==> src/rtl/i2c_rd_unpack_pkg.sv <==
package i2c_rd_unpack_pkg;
  localparam int BYTE_W = 8;
  localparam int TAG_BYTES = 2;
endpackage

==> src/rtl/rdu_word_hold.sv <==
module rdu_word_hold #(
  parameter int WORD_W = 32
) (
  input  logic                       clk,
  input  logic                       rst_n,
  input  logic                       clr,
  input  logic                       load,
  input  logic [WORD_W-1:0]          word_in,
  input  logic                       adv,
  input  logic                       drop,
  output logic                       have_word,
  output logic [i2c_rd_unpack_pkg::BYTE_W-1:0] cur_byte
);
  import i2c_rd_unpack_pkg::*;
  localparam int LANES  = WORD_W / BYTE_W;
  localparam int LANE_W = (LANES > 1) ? $clog2(LANES) : 1;
  localparam logic [LANE_W-1:0] LANE_TOP = LANE_W'(LANES - 1);

  logic [WORD_W-1:0] word_q, word_d;
  logic [LANE_W-1:0] lane_q, lane_d;
  logic              have_q, have_d;
  logic [BYTE_W-1:0] lane_bytes [LANES];

  genvar g;
  generate
    for (g = 0; g < LANES; g++) begin : g_lane
      assign lane_bytes[g] = word_q[g*BYTE_W +: BYTE_W];
    end
  endgenerate

  always_comb begin
    word_d = word_q;
    lane_d = lane_q;
    have_d = have_q;
    if (clr) begin
      have_d = 1'b0;
      lane_d = '0;
    end else if (load) begin
      word_d = word_in;
      lane_d = '0;
      have_d = 1'b1;
    end else if (adv) begin
      if (drop || lane_q == LANE_TOP) begin
        have_d = 1'b0;
        lane_d = '0;
      end else begin
        lane_d = lane_q + 1'b1;
      end
    end
  end

  always_ff @(posedge clk or negedge rst_n) begin
    if (!rst_n) begin
      word_q <= '0;
      lane_q <= '0;
      have_q <= 1'b0;
    end else begin
      word_q <= word_d;
      lane_q <= lane_d;
      have_q <= have_d;
    end
  end

  assign have_word = have_q;
  assign cur_byte  = lane_bytes[lane_q];
endmodule

==> src/rtl/rdu_block_track.sv <==
module rdu_block_track #(
  parameter int LEN_W   = 16,
  parameter int BLK_MAX = 256
) (
  input  logic             clk,
  input  logic             rst_n,
  input  logic             start,
  input  logic [LEN_W-1:0] msg_len,
  input  logic             tag_step,
  input  logic             pay_step,
  output logic             busy,
  output logic             in_tag,
  output logic             blk_end,
  output logic             final_byte,
  output logic             done
);
  import i2c_rd_unpack_pkg::*;
  localparam int BLK_W = $clog2(BLK_MAX + 1);
  localparam int TAG_W = $clog2(TAG_BYTES + 1);

  logic [LEN_W-1:0] rem_q, rem_d;
  logic [BLK_W-1:0] blk_q, blk_d;
  logic [TAG_W-1:0] tag_q, tag_d;
  logic             busy_q, busy_d;
  logic             done_q, done_d;

  function automatic logic [BLK_W-1:0] blk_size(input logic [LEN_W-1:0] r);
    if (r > LEN_W'(BLK_MAX)) blk_size = BLK_W'(BLK_MAX);
    else                     blk_size = r[BLK_W-1:0];
  endfunction

  always_comb begin
    rem_d  = rem_q;
    blk_d  = blk_q;
    tag_d  = tag_q;
    busy_d = busy_q;
    done_d = 1'b0;
    if (start && !busy_q) begin
      rem_d  = msg_len;
      blk_d  = blk_size(msg_len);
      tag_d  = '0;
      busy_d = 1'b1;
    end else if (busy_q) begin
      if (tag_step) tag_d = tag_q + 1'b1;
      if (pay_step) begin
        rem_d = rem_q - 1'b1;
        if (blk_q == BLK_W'(1)) begin
          if (rem_q == LEN_W'(1)) begin
            busy_d = 1'b0;
            done_d = 1'b1;
          end else begin
            blk_d = blk_size(rem_q - 1'b1);
            tag_d = '0;
          end
        end else begin
          blk_d = blk_q - 1'b1;
        end
      end
    end
  end

  always_ff @(posedge clk or negedge rst_n) begin
    if (!rst_n) begin
      rem_q  <= '0;
      blk_q  <= '0;
      tag_q  <= '0;
      busy_q <= 1'b0;
      done_q <= 1'b0;
    end else begin
      rem_q  <= rem_d;
      blk_q  <= blk_d;
      tag_q  <= tag_d;
      busy_q <= busy_d;
      done_q <= done_d;
    end
  end

  assign busy       = busy_q;
  assign in_tag     = (tag_q < TAG_W'(TAG_BYTES));
  assign blk_end    = (blk_q == BLK_W'(1));
  assign final_byte = (rem_q == LEN_W'(1));
  assign done       = done_q;
endmodule

==> src/rtl/i2c_rd_unpack.sv <==
module i2c_rd_unpack #(
  parameter int WORD_W  = 32,
  parameter int LEN_W   = 16,
  parameter int BLK_MAX = 256
) (
  input  logic              clk,
  input  logic              rst_n,
  input  logic              start_i,
  input  logic [LEN_W-1:0]  msg_len_i,
  input  logic              word_valid_i,
  input  logic [WORD_W-1:0] word_data_i,
  output logic              word_ready_o,
  output logic              byte_valid_o,
  output logic [7:0]        byte_data_o,
  output logic              byte_last_o,
  input  logic              byte_ready_i,
  output logic              done_o
);
  logic rst_meta_q, rst_sync_n;
  logic busy, in_tag, blk_end, final_byte, done;
  logic have_word, adv, load, tag_step, pay_step, start_ok;
  logic [7:0] cur_byte;

  // asynchronous assertion, synchronous release
  always_ff @(posedge clk or negedge rst_n) begin
    if (!rst_n) begin
      rst_meta_q <= 1'b0;
      rst_sync_n <= 1'b0;
    end else begin
      rst_meta_q <= 1'b1;
      rst_sync_n <= rst_meta_q;
    end
  end

  assign start_ok = start_i && (msg_len_i != '0);
  assign load     = word_ready_o && word_valid_i;
  assign adv      = have_word && (in_tag || byte_ready_i);
  assign tag_step = have_word && in_tag;
  assign pay_step = have_word && !in_tag && byte_ready_i;

  rdu_block_track #(.LEN_W(LEN_W), .BLK_MAX(BLK_MAX)) u_track (
    .clk        (clk),
    .rst_n      (rst_sync_n),
    .start      (start_ok),
    .msg_len    (msg_len_i),
    .tag_step   (tag_step),
    .pay_step   (pay_step),
    .busy       (busy),
    .in_tag     (in_tag),
    .blk_end    (blk_end),
    .final_byte (final_byte),
    .done       (done)
  );

  rdu_word_hold #(.WORD_W(WORD_W)) u_hold (
    .clk       (clk),
    .rst_n     (rst_sync_n),
    .clr       (!busy),
    .load      (load),
    .word_in   (word_data_i),
    .adv       (adv),
    .drop      (pay_step && blk_end),
    .have_word (have_word),
    .cur_byte  (cur_byte)
  );

  assign word_ready_o = busy && !have_word;
  assign byte_valid_o = have_word && !in_tag;
  assign byte_data_o  = cur_byte;
  assign byte_last_o  = byte_valid_o && final_byte;
  assign done_o       = done;
endmodule

==> config.mk <==
export PLATFORM = sky130hd
export DESIGN_NAME = i2c_rd_unpack
export DESIGN_NICKNAME = d
export VERILOG_FILES = /design/src/rtl/i2c_rd_unpack_pkg.sv /design/src/rtl/rdu_word_hold.sv /design/src/rtl/rdu_block_track.sv /design/src/rtl/i2c_rd_unpack.sv
export SDC_FILE = /design/constraint.sdc
export NUM_CORES = 1
export LEC_CHECK = 0
export BUFFER_PORTS_ARGS = -buffer_cell sky130_fd_sc_hd__buf_2
export CAP_MARGIN = 10
export CORE_AREA = 3 3 102 104
export DETAILED_ROUTE_END_ITERATION = 6
export DIE_AREA = 0 0 105 107
export PLACE_DENSITY = 0.7
export SLEW_MARGIN = 20
export SYNTH_ARGS = -nofsm -noshare
export SYNTH_HDL_FRONTEND = slang
export SYNTH_HIERARCHICAL = 1
export SYNTH_SLANG_ARGS = --single-unit
==> constraint.sdc <==
create_clock -name clk -period 3.05 [get_ports clk]
set_clock_uncertainty 0.15 [all_clocks]
set_input_delay 0.1525 -clock clk [delete_from_list [all_inputs] [get_ports clk]]
set_output_delay 0.1525 -clock clk [all_outputs]
set_load 0.005 [all_outputs]
==> results.yml <==
detailed_routing:
  viasPerCell: 5.575
  drc: 0
  wl_microns: 10700
  wl_met1_microns: 4514
  wl_met2_microns: 5172
  ant_nets: 0
  drtIter0Drc: 323
  wl_per_cell_microns: 17.42
  route.vias.total: 3423
  top_layer: "met4"
  met3_length_microns: 691
  firstDrtPassIters: 7
worst_setup_path:
  worst_ep_arrival_time_ps: 2920
  crit_fanout: 7
  r2r_start: "u_track/rem_q[1]"
  end_kind: "flop"
  r2r_end: "u_track/blk_q[6]"
  worst-setup-path-type: "reg -> reg"
  reg2regPathDepth: 9
  required_ps: 3150
  rrSetupSlack_ps: 230
  start_kind: "flop"
floorplan:
  ios: 65
  dieWidth_microns: 105
  start_util_pct: 40.58
  core-area_sq_mm: 0.009639
  die_h_microns: 107
  std_cell_rows: 36
  fp.dieArea_sq_mm: 0.01124
hold_path:
  hold_path_class: "in -> reg"
  hp-start: "word_valid_i"
  whs_endpoint: "u_hold/lane_q[0]"
  hold_depth: 3
sta:
  setup_viol: 0
  finalHoldViolCount: 0
  maxSlewHeadroom_pct: 59.13
  maxSlewViolCount: 0
  fin_crit_sh_pct: 92.32
  max_freq_mhz: 355.2
  rsz0062_at_grt: "no"
  hold-worst-slack_ps: 43.86
  finalSetupTns_ps: 0
  worst_pin_slew_ps: 613.1
  fin_crit_ps: 2816
pwr:
  peakVddDrop_uv: 525.5
  p_leak_nw: 2.198
  power_mw: 4.688
  power_density_mw_per_mm2: 917.7
synthesis:
  synth_top_cell_by_area: "dfrtp_1"
  syn-num-nets: 416
  synth_cell_types: 74
  synth_area_leaders: "dfrtp_1, mux2_2, mux4_1"
  syn_area_per_cell_sq_um: 10.96
  syn_inst: 357
  ys_ff_latch: 66
  ys_warn_count: 6
  postSynth.asyncResetShare_pct: 100.0
  ys.flop_type: "dfrtp_1"
  synth_edf_count: 0
  netlist.area_leader.share_pct: 42.23
  synth_area_sq_mm: 0.003911
  yosysSeqAreaShare_pct: 42.23
grt:
  grt.total_usage_pct: 19.69
  grt_antenna_before_repair: 0
  grt_pass1_vias: 3462
  grt_pass1_wl_microns: 17550
  grt_max_degree: 40
  grt.overflow.total: 0
cells_and_area:
  fillers: 854
  drive_gt1_share_pct: 29.73
  antenna_cells: 0
  area_growth_pct: 30.61
  fin_util_pct: 53.00
  fin_area_sq_mm: 0.005109
  fin_nets: 535
  final_common_cell: "dfrtp_1"
  final_cell_mix: "dfrtp_1, buf_2, dlygate4sd3_1"
placement:
  dpl.hpwl_microns: 7166
  gp_congestion: 0.9119
  placed_cell_area_sq_mm: 0.004372
  port-buffer-count: 64
cts:
  cts-root-buf: "clkbuf_8"
  clk_path_buf_depth: 2
  clkLatencyLatePin_ps: 350
  cts.sinks: 66
  cts_tree: "built"
  cts-htree-levels: 3
  clk_pin_slew_worst_paths_ps: 70
  cts-buffers-inserted: 9
job:
  max-cap-violations: 0
outcome:
  outcome: "finished, final reports clean"
what timing repair did:
action                     in CTS  in global routing
buffers inserted                0                  1
resized for setup               0                  1
hold endpoints to repair       55                  0
setup endpoints to repair       0                  8
hold buffers                   50                  0
layer usage:
layer	vias up	track usage, %
li1	1608	-
met2	152	32.86
met4	0	9.091
met3	26	2.950
met5	-	0
met1	1637	25.31
logic make-up after synthesis:
kind of cell             synth area share, %
multiplexers                           14.84
flip-flops                             42.23
AO/OA/AOI/OAI                          15.71
XOR/XNOR                               2.911
adder cells (fa/ha/maj)                1.919
buffers and inverters                  4.350
AND/OR/NAND/NOR                        17.95
other                                0.09588
registers in the layout (all words and copies together), names as in the netlist:
| signal | flops |
|---|---|
| u_track/tag_q | 2 |
| u_track/done | 1 |
| u_track/blk_q | 9 |
| rst_meta_q | 1 |
| u_track/busy | 1 |
| u_hold/lane_q | 2 |
| rst_sync_n | 1 |
| u_track/rem_q | 16 |
| u_hold/have_word | 1 |
| u_hold/word_q | 32 |
through the flow:
stage	worst slack [ps]	std cells
2_1_floorplan	331.1	357
3_3_place_gp	323.0	547
3_5_place_dp	219.9	547
4_1_cts	208.5	613
5_1_grt	26.85	614
6_report	234.3	614
worst max-delay path, cell delays in order (launching register included):
cell and delay, ps:
dfrtp_1 440, inv_1 150, ha_1 320, or3b_2 490, nor4_1 260, xnor2_1 180, nor4b_4 210, buf_4 180
nand2_2 70, o41ai_2 270
how the worst max path moves through the flow:
stage	cells past startpoint	start	slack, ps	end
final	9	u_track/rem_q[1]	230	u_track/blk_q[6]
after global routing	9	u_track/rem_q[1]	30	u_track/blk_q[2]
after CTS	8	u_track/rem_q[1]	210	u_track/blk_q[2]
after detailed placement	8	u_track/rem_q[1]	220	u_track/blk_q[2]
after global placement	9	u_track/rem_q[1]	320	u_track/rem_q[14]
after floorplan	10	u_track/rem_q[0]	330	u_track/blk_q[6]
cell type report:
cell class              count  area [sq um]  share of cell area (%)
clock buffers               9         123.9                   2.425
clock inverters             7         100.1                   1.959
repair buffers            127         930.9                   18.22
well taps                 133         166.4                   3.257
multi-input cells         262          2097                   41.05
flip-flops and latches     66          1653                   32.35
inverters                  10         37.54                  0.7348
cell usage after synthesis, types with 4 or more instances:
library cell	number
a211oi_1	5
a21oi_1	9
a221o_1	9
and2_1	5
clkbuf_1	6
dfrtp_1	66
ha_1	6
inv_1	9
mux2_2	30
mux4_1	8
nand2_1	23
nand3_1	6
nor2_1	21
nor3_1	16
nor3b_1	4
nor4_1	13
o21ai_0	21
xnor2_1	9
xor2_1	4
power by group:
group / leakage, nW / switching (mW) / internal, mW / total, mW
Sequential: 0.804 / 0.415 / 1.26 / 1.68
Clock: 0.114 / 0.375 / 0.467 / 0.843
Combinational: 1.28 / 1.03 / 1.14 / 2.17
Power figures use the tool's default switching activity.
